==> src/rtl/npc_pkg.sv <==
package npc_pkg;

    localparam int PC_W     = 32;
    localparam int OFF_W    = 16;
    localparam int IDX_W    = 26;
    localparam int REG_AW   = 5;
    localparam int INSN_B   = 4;
    localparam int BR_SHIFT = $clog2(INSN_B);
    localparam int TOP_W    = PC_W - IDX_W - BR_SHIFT;
    localparam logic [REG_AW-1:0] RA_REG = REG_AW'(31);

    typedef enum logic [3:0] {
        XF_NONE = 4'd0,
        XF_EQ   = 4'd1,
        XF_NE   = 4'd2,
        XF_GEZ  = 4'd3,
        XF_LTZ  = 4'd4,
        XF_GTZ  = 4'd5,
        XF_LEZ  = 4'd6,
        XF_JIX  = 4'd7,
        XF_JIXL = 4'd8,
        XF_JRG  = 4'd9,
        XF_JRGL = 4'd10
    } xfer_e;

    typedef struct packed {
        logic            valid;
        logic [PC_W-1:0] target;
    } redirect_t;

    typedef struct packed {
        logic              we;
        logic [REG_AW-1:0] dst;
        logic [PC_W-1:0]   val;
    } link_t;

    function automatic logic is_linking(input xfer_e k);
        return (k == XF_JIXL) || (k == XF_JRGL);
    endfunction

    function automatic logic [PC_W-1:0] sext_offset(input logic [OFF_W-1:0] off);
        logic [PC_W-1:0] ext;
        ext = {{(PC_W-OFF_W){off[OFF_W-1]}}, off};
        return ext << BR_SHIFT;
    endfunction

endpackage

==> src/rtl/npc_cond.sv <==
module npc_cond
    import npc_pkg::*;
(
    input  xfer_e           kind,
    input  logic [PC_W-1:0] rs_val,
    input  logic [PC_W-1:0] rt_val,
    output logic            taken
);

    logic rs_neg;
    logic rs_zero;

    always_comb begin
        rs_neg  = $signed(rs_val) < $signed(PC_W'(0));
        rs_zero = (rs_val == '0);
        unique case (kind)
            XF_EQ:   taken = (rs_val == rt_val);
            XF_NE:   taken = (rs_val != rt_val);
            XF_GEZ:  taken = !rs_neg;
            XF_LTZ:  taken = rs_neg;
            XF_GTZ:  taken = !rs_neg && !rs_zero;
            XF_LEZ:  taken = rs_neg || rs_zero;
            XF_JIX, XF_JIXL, XF_JRG, XF_JRGL: taken = 1'b1;
            default: taken = 1'b0;
        endcase
    end

endmodule

==> src/rtl/npc_target.sv <==
module npc_target
    import npc_pkg::*;
(
    input  xfer_e            kind,
    input  logic [PC_W-1:0]  pc_seq,
    input  logic [OFF_W-1:0] offset,
    input  logic [IDX_W-1:0] index,
    input  logic [PC_W-1:0]  rs_val,
    output logic [PC_W-1:0]  target
);

    logic [PC_W-1:0] br_tgt;
    logic [PC_W-1:0] ix_tgt;

    always_comb begin
        br_tgt = pc_seq + sext_offset(offset);
        ix_tgt = {pc_seq[PC_W-1 -: TOP_W], index, {BR_SHIFT{1'b0}}};
        unique case (kind)
            XF_JIX, XF_JIXL: target = ix_tgt;
            XF_JRG, XF_JRGL: target = rs_val;
            default:         target = br_tgt;
        endcase
    end

endmodule

==> src/rtl/npc_link.sv <==
module npc_link
    import npc_pkg::*;
(
    input  xfer_e             kind,
    input  logic              accept,
    input  logic [PC_W-1:0]   pc,
    input  logic [REG_AW-1:0] rd,
    output link_t             link
);

    localparam logic [PC_W-1:0] PAST_SLOT = PC_W'(2 * INSN_B);

    always_comb begin
        link.we  = accept && is_linking(kind);
        link.dst = (kind == XF_JIXL) ? RA_REG : rd;
        link.val = pc + PAST_SLOT;
    end

endmodule

==> src/rtl/npc_seq.sv <==
module npc_seq
    import npc_pkg::*;
#(
    parameter logic [PC_W-1:0] RESET_PC = '0
) (
    input  logic            clk,
    input  logic            rst,
    input  logic            step,
    input  logic            take,
    input  logic [PC_W-1:0] target,
    input  logic [PC_W-1:0] pc_seq,
    output logic [PC_W-1:0] pc_q,
    output logic            pend
);

    redirect_t redir_q;

    always_ff @(posedge clk) begin
        if (rst) begin
            pc_q    <= RESET_PC;
            redir_q <= '0;
        end else if (step) begin
            if (redir_q.valid) begin
                pc_q          <= redir_q.target;
                redir_q.valid <= 1'b0;
            end else begin
                pc_q <= pc_seq;
                if (take) begin
                    redir_q.valid  <= 1'b1;
                    redir_q.target <= target;
                end
            end
        end
    end

    assign pend = redir_q.valid;

endmodule

==> src/rtl/npc_unit.sv <==
module npc_unit
    import npc_pkg::*;
#(
    parameter logic [31:0] RESET_PC = 32'h0
) (
    input  logic        clk,
    input  logic        rst,
    input  logic        step_i,
    input  logic [3:0]  kind_i,
    input  logic [15:0] offset_i,
    input  logic [25:0] index_i,
    input  logic [31:0] rs_val_i,
    input  logic [31:0] rt_val_i,
    input  logic [4:0]  rd_i,
    output logic [31:0] pc_o,
    output logic        link_we_o,
    output logic [4:0]  link_dst_o,
    output logic [31:0] link_val_o
);

    xfer_e           kind_w;
    logic            taken_w;
    logic            pend_w;
    logic            accept_w;
    logic [PC_W-1:0] pc_w;
    logic [PC_W-1:0] pc_seq_w;
    logic [PC_W-1:0] target_w;
    link_t           link_w;

    assign kind_w   = xfer_e'(kind_i);
    assign accept_w = step_i && !pend_w;
    assign pc_seq_w = pc_w + PC_W'(INSN_B);

    npc_cond cond_i (
        .kind   (kind_w),
        .rs_val (rs_val_i),
        .rt_val (rt_val_i),
        .taken  (taken_w)
    );

    npc_target target_i (
        .kind   (kind_w),
        .pc_seq (pc_seq_w),
        .offset (offset_i),
        .index  (index_i),
        .rs_val (rs_val_i),
        .target (target_w)
    );

    npc_seq #(.RESET_PC(RESET_PC)) seq_i (
        .clk    (clk),
        .rst    (rst),
        .step   (step_i),
        .take   (accept_w && taken_w),
        .target (target_w),
        .pc_seq (pc_seq_w),
        .pc_q   (pc_w),
        .pend   (pend_w)
    );

    npc_link link_i (
        .kind   (kind_w),
        .accept (accept_w),
        .pc     (pc_w),
        .rd     (rd_i),
        .link   (link_w)
    );

    assign pc_o       = pc_w;
    assign link_we_o  = link_w.we;
    assign link_dst_o = link_w.dst;
    assign link_val_o = link_w.val;

endmodule

==> config.mk <==
export PLATFORM = sky130hd
export DESIGN_NAME = npc_unit
export DESIGN_NICKNAME = d
export VERILOG_FILES = /design/src/rtl/npc_pkg.sv /design/src/rtl/npc_cond.sv /design/src/rtl/npc_target.sv /design/src/rtl/npc_link.sv /design/src/rtl/npc_seq.sv /design/src/rtl/npc_unit.sv
export SDC_FILE = /design/constraint.sdc
export NUM_CORES = 1
export LEC_CHECK = 0
export BUFFER_PORTS_ARGS = -buffer_cell sky130_fd_sc_hd__buf_4
export CAP_MARGIN = 15
export CELL_PAD_IN_SITES_DETAIL_PLACEMENT = 1
export CELL_PAD_IN_SITES_GLOBAL_PLACEMENT = 1
export CORE_ASPECT_RATIO = 1.4
export CORE_UTILIZATION = 38
export CTS_CLUSTER_DIAMETER = 30
export CTS_CLUSTER_SIZE = 24
export DETAILED_ROUTE_END_ITERATION = 16
export PLACE_DENSITY = 0.8
export SLEW_MARGIN = 20
export SYNTH_ARGS = -nofsm -noshare
export SYNTH_HDL_FRONTEND = slang
export SYNTH_SLANG_ARGS = --single-unit
==> constraint.sdc <==
create_clock -name clk -period 4.1 [get_ports clk]
set_input_delay 0.205 -clock clk [delete_from_list [all_inputs] [get_ports clk]]
set_output_delay 0.205 -clock clk [all_outputs]
set_load 0.01 [all_outputs]
After elaboration in Yosys (flattened, before gate mapping)
Cells that the tools add are included.

storage, ports and cells
  output and inout port bits = 70
  input bits = 118
  register bits = 65
  word-level logic and storage cells = 40

cells by class
  multiplexer cells = 6
  add/sub/neg operators = 3
  bitwise logic cells = 1
  eq/ne operators = 12
  reductions and logical operators = 14
  magnitude comparators = 1

operators with widths
  operator                                                                       count
  32-bit case mux with 2 select lines                                            1
  33-bit 2-to-1 mux                                                              1
  32-bit by 3-bit adder with 32-bit output, second input constant                1
  32-bit adder                                                                   1
  32-bit by 4-bit adder with 32-bit output, second input constant                1
  32-bit equality test                                                           1
  32-bit zero test                                                               1
  32-bit by 1-bit less-than comparator with 1-bit output, second input constant  1
  32-bit 2-to-1 mux                                                              1
  32-bit inequality test                                                         1
  4-bit by 3-bit equality test with 1-bit output, second input constant          4
  4-bit equality test, second input constant                                     3
  4-bit by 2-bit equality test with 1-bit output, second input constant          2
  1-bit case mux with 7 select lines                                             1
  5-bit 2-to-1 mux                                                               1
  4-bit by 1-bit equality test with 1-bit output, second input constant          1
  1-bit logical AND                                                              4
  2-bit OR reduction                                                             2
  4-bit OR reduction                                                             1
  1-bit zero test                                                                3
  3-bit AND reduction                                                            1
  1-bit logical OR                                                               2
  1-bit 2-to-1 mux                                                               1
  1-bit NOT                                                                      1

Depth between registers and ports, before layout
Gate-level depths: netlist (run 1).

  depth in word-level cells = 7
  depth in mapped cells = 17
  depth with buffers taken out = 16

Modules after synthesis
A second synthesis (run 1) with hierarchy kept.

unflattened totals
  cells, all modules = 807
  area total of the unflattened synthesis = 6,662.6 µm²

modules (own cells, without submodules)
  module      times used  area each (µm²)  cells an instance  seq. area each (µm²)
  npc_seq     1           2,874.0          285                1,301.2
  npc_target  1           1,971.9          278                0.0
  npc_link    1           721.9            93                 0.0
  npc_unit    1           578.1            83                 0.0
  npc_cond    1           516.7            68                 0.0

Least setup slack after synthesis (run 1)
OpenSTA, ideal clock, no wires.

  path type = register to register
  start point = reg seq_i.pc_q[3]
  end point = reg seq_i.redir_q[30] (netlist name)
  buffers on the path = 0
  library setup time = 0.091 ns
  period minus slack after synthesis = 3.765 ns
  arrival time = 3.674 ns
  stages on the path, launching flop included = 17
  setup slack = 0.335 ns
  required time = 4.009 ns
  path through = dfxtp_1 -> ha_1 -> nand3_1 -> nor4_2 -> nand3_1 -> nor2_2 -> nand3_1 -> xnor2_1 -> ha_1 -> and4_1 -> and2_1 -> o311ai_1 -> a21boi_0 -> a211oi_1 -> or3_1 -> a21o_1 -> a311oi_1

on the way
  longest elaborated chain between the ends = 3

ends and longest elaborated chain
  element                                     RTL line          RTL
  start: declaration                          npc_seq.sv:12     output logic [PC_W-1:0] pc_q,
  start signal: assignment                    npc_seq.sv:24     pc_q <= redir_q.target;
  start signal: assignment                    npc_seq.sv:27     pc_q <= pc_seq;
  32-bit by 3-bit adder with 32-bit output *  npc_unit.sv:32    assign pc_seq_w = pc_w + PC_W'(INSN_B);
  32-bit adder                                npc_target.sv:16  br_tgt = pc_seq + sext_offset(offset);
  32-bit case mux with 2 select lines *       npc_target.sv:18  unique case (kind)
  end: declaration                            npc_seq.sv:16     redirect_t redir_q;

Every way passes the cells marked *; elsewhere a longest branch is shown, timed or not.
A chain may end at the register's enable or synchronous reset.

Final worst setup path (run 1)
  start point = reg seq_i.pc_q[3]
  end point = reg seq_i.redir_q[19] (netlist name)

on the way
  longest elaborated chain between the ends = 3

ends and longest elaborated chain
  element                                   RTL line
  32-bit by 3-bit adder with 32-bit output  npc_unit.sv:32
  32-bit adder                              npc_target.sv:16
  32-bit case mux with 2 select lines       npc_target.sv:18

No other way between the ends.

==> summary.md, run 1 <==
| Metric | Value |
|---|---|
| Number of synthesized flops with an enable pin | 0 |
| RSZ-0062 raised after global routing | false |
| I/O pins | 188 |
| # DRC | 0 |
| VDD IR max | 0.207 mV |
| WP data required | 4.27 ns |
| Worst path arrival time | 4.07 ns |
| Switching Fraction | 33.9% |
| Largest family of logic cells by synthesized area | compound AO/OA/AOI/OAI gates |
| Clock H-tree levels | 3 |
| Largest net degree at the start of global routing | 65 |
| Syn nets | 1008 |
| DIE AREA | 0.0176 mm2 |
| Synthesized area | 0.00650 mm2 |
| Max Cap Viol | 0 |
| Antenna violations before repair | 0 |
| Post-route insts no fill | 1246 |
| Num rows | 56 |
| Final ANT Viol Nets | 0 |
| Hold_buf cts | 0 |
| Clock-pin slew on the worst setup and hold paths | 0.07 ns |
| Die Ht | 157 um |
| Core Box Area | 0.0167 mm2 |
| Routed WL | 27.6 mm |
| Psw | 0.736 mW |
| Final setup TNS | 0 ns |
| All-Layer GR Usage | 30.9% |
| Remaining global-route overflow | 0 |
| Outcome | complete, no violations |
| Synth Area in XOR/XNOR | 14.8% |
| First-pass GRT wire length | 41.5 mm |
| Worst hold path type | in -> reg |
| # diodes | 0 |
| Setup violators final | 0 |
| Pleak | 3.91 nW |
| Most common cell after layout, fill and taps aside | buf_4 |
| DR WL/cell | 22.2 um |
| Design area | 0.00867 mm2 |
| CTS tree | yes |
| Vias/cell | 6.03 |
| Synth Area per Inst | 7.63 um2 |
| Final nets | 1194 |
| Mapped Cells | 852 |
| Cell internal pwr | 1.44 mW |
| Clock Power Share | 37.6% |
| CP Launch Type | flop |
| Sequential share of the synthesized area | 20.0% |
| Root Buffer | clkbuf_16 |
| Most used DFF post-synth | dfxtp_1 |
| Worst-case headroom to the max-slew limit | 26.3% |
| Critical path class | reg -> reg |
| Yosys Warn Count | 0 |
| Post-DP Area | 0.00829 mm2 |
| Post-synthesis cell type count | 66 |
| Compound-cell area share of the yosys netlist | 25.6% |
| Max clock buf depth | 2 |
| Synthesis-to-finish area growth | 33.4% |
| Number of synthesized register bits | 65 |
| Maximum fanout along the worst path | 5 |
| Post-synth ARST share | 0% |
| Slew @ Worst Pin | 1.11 ns |
| Port-buffer cells | 187 |
| Post-Synth Simple-Gate Area | 23.1% |
| Final HPWL DP | 21.9 mm |
| Min Tclk post-route | 3.90 ns |
| Max Clk Rate | 256 MHz |
| Mux contribution to synthesized area | 3.43% |
| Power Density | 251 mW/mm2 |
| Clk sinks | 65 |
| Flop pwr share | 33.0% |
| Period utilization | 95.2% |
| Max-slew violations | 0 |
| Final Skew | 0.0113 ns |
| Die Width | 113 um |
| Power Total | 2.17 mW |
| Initial DRC Count | 526 |
| Logic gate share of total power | 29.5% |
| Utilization after layout | 51.8% |
| Fin. Hold Viols | 0 |
| Placed cells | 1229 |
| Layout cells sized above 1 | 29.6% |
| Setup crit end kind | flop |
| Via count | 7511 |
| Drt first pass iters | 8 |
| Routability cong. | 0.945 |
| Initial Util | 38.8% |
| Worst-Skew Late Latency | 0.34 ns |
| Most frequent cells in the layout | 244 x buf_4, 89 x nor2_1, 71 x nand2_1 |
| Post-Synth Adder-Cell Area | 7.43% |
| Vias in the first global route | 7454 |
| Num CTS Buffers | 9 |
-- power by group through the flow --
| stage | registers (mW) | clock network [mW] | logic [mW] |
|---|---|---|---|
| 5_1_grt | 0.720 | 0.853 | 0.690 |
| 3_3_place_gp | 0.727 | 0 | 0.619 |
| 6_report | 0.717 | 0.817 | 0.641 |
| 2_1_floorplan | 0.711 | 0 | 0.355 |
| 3_5_place_dp | 0.728 | 0 | 0.631 |
| 4_1_cts | 0.714 | 0.822 | 0.634 |
-- kinds of logic (layout without fill, tap and decap cells) --
| logic type | count (synthesis) | after routing |
|---|---|---|
| buffers and inverters | 87 | 278 |
| xor gates and xnor gates | 110 | 110 |
| muxes | 21 | 21 |
| adders and majority gates | 38 | 38 |
| DFF | 65 | 65 |
| and+or+nand+nor | 302 | 302 |
| AOI/OAI and AO/OA | 229 | 229 |
-- sequential cells by signal, indices dropped and copies added (netlist names) --
name,count
seq_i.redir_q,32
seq_i.pc_q,32
seq_i.pend,1
-- critical path: stages, from the launching register on --
cell and delay [ns]:
dfxtp_1 0.34, ha_1 0.18, buf_4 0.13, nand4_1 0.20, or2_2 0.39, xnor2_1 0.21, ha_1 0.32, and4_2 0.28
and3_4 0.17, a221o_2 0.40, a31o_4 0.29, a41oi_2 0.20, xnor2_1 0.10, a222oi_1 0.39, a211oi_1 0.13
-- per-layer routing --
metal	part of all wire [%]	wire length, um	vias to the layer above	track usage (%)
met2	50	13900	299	55.3
met4	3.7	1030	0	13.5
met3	5.3	1470	54	4.18
met5	0	0	-	0
li1	-	-	3499	-
met1	41	11200	3659	36.8
-- what timing repair did --
action	CTS	global route
buffers inserted	0	1
endpoints found under the setup margin	0	8
hold endpoints to repair	0	0
gates resized for setup	0	15
-- through the flow --
| stage | setup slack [ns] | hold slack (ns) |
|---|---|---|
| 5_1_grt | 0.0318 | 0.226 |
| 3_3_place_gp | 0.259 | 0.470 |
| 6_report | 0.197 | 0.197 |
| 3_5_place_dp | 0.0872 | 0.478 |
| 4_1_cts | 0.0389 | 0.195 |
| 2_1_floorplan | 0.335 | 0.403 |
-- final timing paths --
| kind | depth (start not counted) | startpoint | slack [ns] | endpoint |
|---|---|---|---|---|
| setup reg to reg | 14 | seq_i.pc_q[3] | 0.20 | seq_i.redir_q[19] |
| hold / removal | 3 | index_i[15] | 0.20 | seq_i.redir_q[17] |
| hold reg to reg | 2 | seq_i.redir_q[1] | 0.49 | seq_i.pc_q[1] |
| setup / recovery | 14 | seq_i.pc_q[3] | 0.20 | seq_i.redir_q[19] |
-- cell type report --
| type | instances | area [um2] |
|---|---|---|
| Clock buffer | 9 | 225 |
| Clock inverter | 7 | 77.6 |
| Sequential cell | 65 | 1310 |
| Multi-Input combinational cell | 700 | 4910 |
| Timing Repair Buffer | 244 | 1830 |
| Fill cell | 2104 | 8080 |
| Inverter | 18 | 67.6 |
| Tap cell | 203 | 254 |
-- Yosys cell counts (5+ instances only) --
cell,count,area [um2]
nor2_1,89,334
xor2_1,68,596
or2_2,10,62.6
ha_1,37,463
a211oi_1,30,225
a21o_1,10,75.1
a22oi_1,15,113
xnor2_1,42,368
nand2_1,72,270
a21oi_1,41,205
clkbuf_1,42,158
o31ai_1,13,97.6
o21a_1,5,37.5
buf_4,5,37.5
nand3_1,33,165
inv_1,18,67.6
o211ai_1,8,60.1
o21ai_0,35,175
mux2i_1,11,110
dfxtp_1,65,1300
o21bai_1,6,45.0
nand2b_1,21,131
nor4_1,16,100
a221oi_1,7,61.3
buf_2,15,75.1
and2_1,6,37.5
nand4_1,19,119
mux2_2,10,113
a222oi_1,24,240
nor3_1,15,75.1
(Power assumes the default switching activity.)
==> run 2: changes to the inputs <==
REMOVE_ABC_BUFFERS = 1   (was unset)
==> run 2 against run 1 <==
Effect of this change: core utilization down 0.71 points; fmax up 1.9%; final cell count down 0.96%; clock skew down 0.0035 ns; setup slack better by 0.072 ns; critical path depth unchanged; highest routed layer unchanged; flip-flop and latch count unchanged; hold slack better by 0.0028 ns; clock-buffer cell count up 1; routed wire length down 2.5%.
==> summary.md, run 2 (synthesized netlist as in run 1, its figures left out) <==
| Metric | Value |
|---|---|
| Outcome | complete, no violations |
| Critical path class | reg -> reg |
| Post-route insts no fill | 1234 |
| Slew @ Worst Pin | 1.14 ns |
| Via count | 7354 |
| Max Clk Rate | 261 MHz |
| CP Launch Type | flop |
| Hold_buf cts | 0 |
| Worst-case headroom to the max-slew limit | 24.3% |
| Maximum fanout along the worst path | 8 |
| # DRC | 0 |
| Core Box Area | 0.0167 mm2 |
| DR WL/cell | 21.8 um |
| Die Ht | 157 um |
| Pleak | 3.87 nW |
| Utilization after layout | 51.1% |
| Remaining global-route overflow | 0 |
| Max clock buf depth | 2 |
| Port-buffer cells | 187 |
| Routability cong. | 0.896 |
| Die Width | 113 um |
| Flop2flop setup slack | 0.27 ns |
| Largest net degree at the start of global routing | 65 |
| Vias in the first global route | 7463 |
| Initial DRC Count | 434 |
| Multi-input logic area | 0.00490 mm2 |
| Max Cap Viol | 0 |
| Fin. Hold Viols | 0 |
| VDD IR max | 0.172 mV |
| Clock H-tree levels | 3 |
| Power Total | 2.12 mW |
| Number of fillers in the final layout | 2102 |
| First-pass GRT wire length | 41.3 mm |
| Max-slew violations | 0 |
| I/O pins | 188 |
| Worst-Skew Late Latency | 0.35 ns |
| Min Tclk post-route | 3.83 ns |
| Initial Util | 38.8% |
| # diodes | 0 |
| Vias/cell | 5.96 |
| RR Startpoint | seq_i.pc_q[6] |
| Clock-pin slew on the worst setup and hold paths | 0.06 ns |
| DIE AREA | 0.0176 mm2 |
| Synthesis-to-finish area growth | 31.6% |
| Final HPWL DP | 21.1 mm |
| Setup crit end kind | flop |
| Most common cell after layout, fill and taps aside | buf_4 |
| FF/Latch Area | 0.00130 mm2 |
| Routed WL | 27.0 mm |
| Worst hold path type | in -> reg |
| Worst path arrival time | 4.03 ns |
| Layout cells sized above 1 | 28.6% |
| WP data required | 4.29 ns |
| Drt first pass iters | 5 |
| Crit Reg-Reg Endpoint | seq_i.redir_q[23] |
| Setup violators final | 0 |
| All-Layer GR Usage | 30.8% |
| Setup crit start | seq_i.pc_q[6] |
| CTS tree | yes |
| Clk sinks | 65 |
| Period utilization | 93.4% |
| Num CTS Buffers | 9 |
| Root Buffer | clkbuf_16 |
| Antenna violations before repair | 0 |
| Most frequent cells in the layout | 232 x buf_4, 88 x nor2_1, 71 x nand2_1 |
| Final nets | 1182 |
| Final Skew | 0.00780 ns |
| Power Density | 248 mW/mm2 |
| Critical Path Sink | seq_i.redir_q[23] |
| Placed cells | 1216 |
| Num rows | 56 |
| Worst reg2reg path depth | 14 |
| Final ANT Viol Nets | 0 |
run 2: cell types whose count changed in the layout (fill, tap and decap cells not counted), sizes merged:
cell	before	now
buf	244	232
clkbuf	9	10
clkinv	3	5
clkinvlp	1	0
inv	20	18
run 2: layer usage:
layer / wire length, um / vias to the layer above / share of wire, % / global-route usage [%]
met3: 1120 / 72 / 4.1 / 3.10
met4: 1630 / 0 / 6.0 / 20.8
met1: 10200 / 3575 / 38 / 33.8
met2: 14000 / 231 / 52 / 55.9
li1: - / 3476 / - / -
met5: 0 / - / 0 / 0
run 2: cell type report:
type                    count  share of cell area [%]
flip-flops and latches     65                    15.2
clock buffers              10                    2.68
clock inverters             6                   0.688
well taps                 203                    2.97
repair buffers            232                    20.4
multi-input cells         700                    57.3
inverters                  18                   0.790
run 2: worst max-delay path, cell delays in order (launching register included):
cell and delay [ns]:
dfxtp_1 0.51, nand3_2 0.26, nor4_4 0.34, buf_4 0.20, nand2b_1 0.12, xnor2_1 0.26, ha_1 0.30, a211o_1 0.29
a211oi_1 0.25, nand2_1 0.14, o21ai_4 0.24, o21ai_1 0.14, xor2_1 0.18, a222oi_1 0.30, a211oi_1 0.13
run 2: repair_timing:
item                       in CTS  in global routing
pin swaps                       1                  1
resized for setup               0                 13
setup endpoints to repair       1                  7
hold endpoints to repair        0                  0
buffers inserted                0                  2
run 2: power breakdown:
group          leakage, nW  total [mW]  internal (mW)  switching (mW)
sequential           0.531       0.715          0.675          0.0403
clock                0.146       0.781          0.468           0.313
combinational         3.20       0.622          0.279           0.342
run 2: worst min path at each step:
stage / depth (start not counted) / startpoint / to / slack [ns]
after global routing: 3 / rs_val_i[17] / seq_i.redir_q[17] / 0.22
after CTS: 3 / rs_val_i[17] / seq_i.redir_q[17] / 0.19
after detailed placement: 2 / seq_i.redir_q[1] / seq_i.pc_q[1] / 0.48
final: 3 / rs_val_i[17] / seq_i.redir_q[17] / 0.20
after global placement: 2 / seq_i.redir_q[1] / seq_i.pc_q[1] / 0.47
after floorplan: 1 / rst / seq_i.pc_q[0] / 0.27
run 2: stage by stage:
step                instance area (um2)  TNS, ns  hold slack [ns]  worst slack (ns)
CTS                                8470        0            0.193            0.0142
finish                             8550        0            0.200             0.269
floorplan                          6200        0            0.274             0.263
global route                       8550  -0.0141            0.225           -0.0141
global placement                   8180        0            0.472             0.243
detailed placement                 8180        0            0.481            0.0640
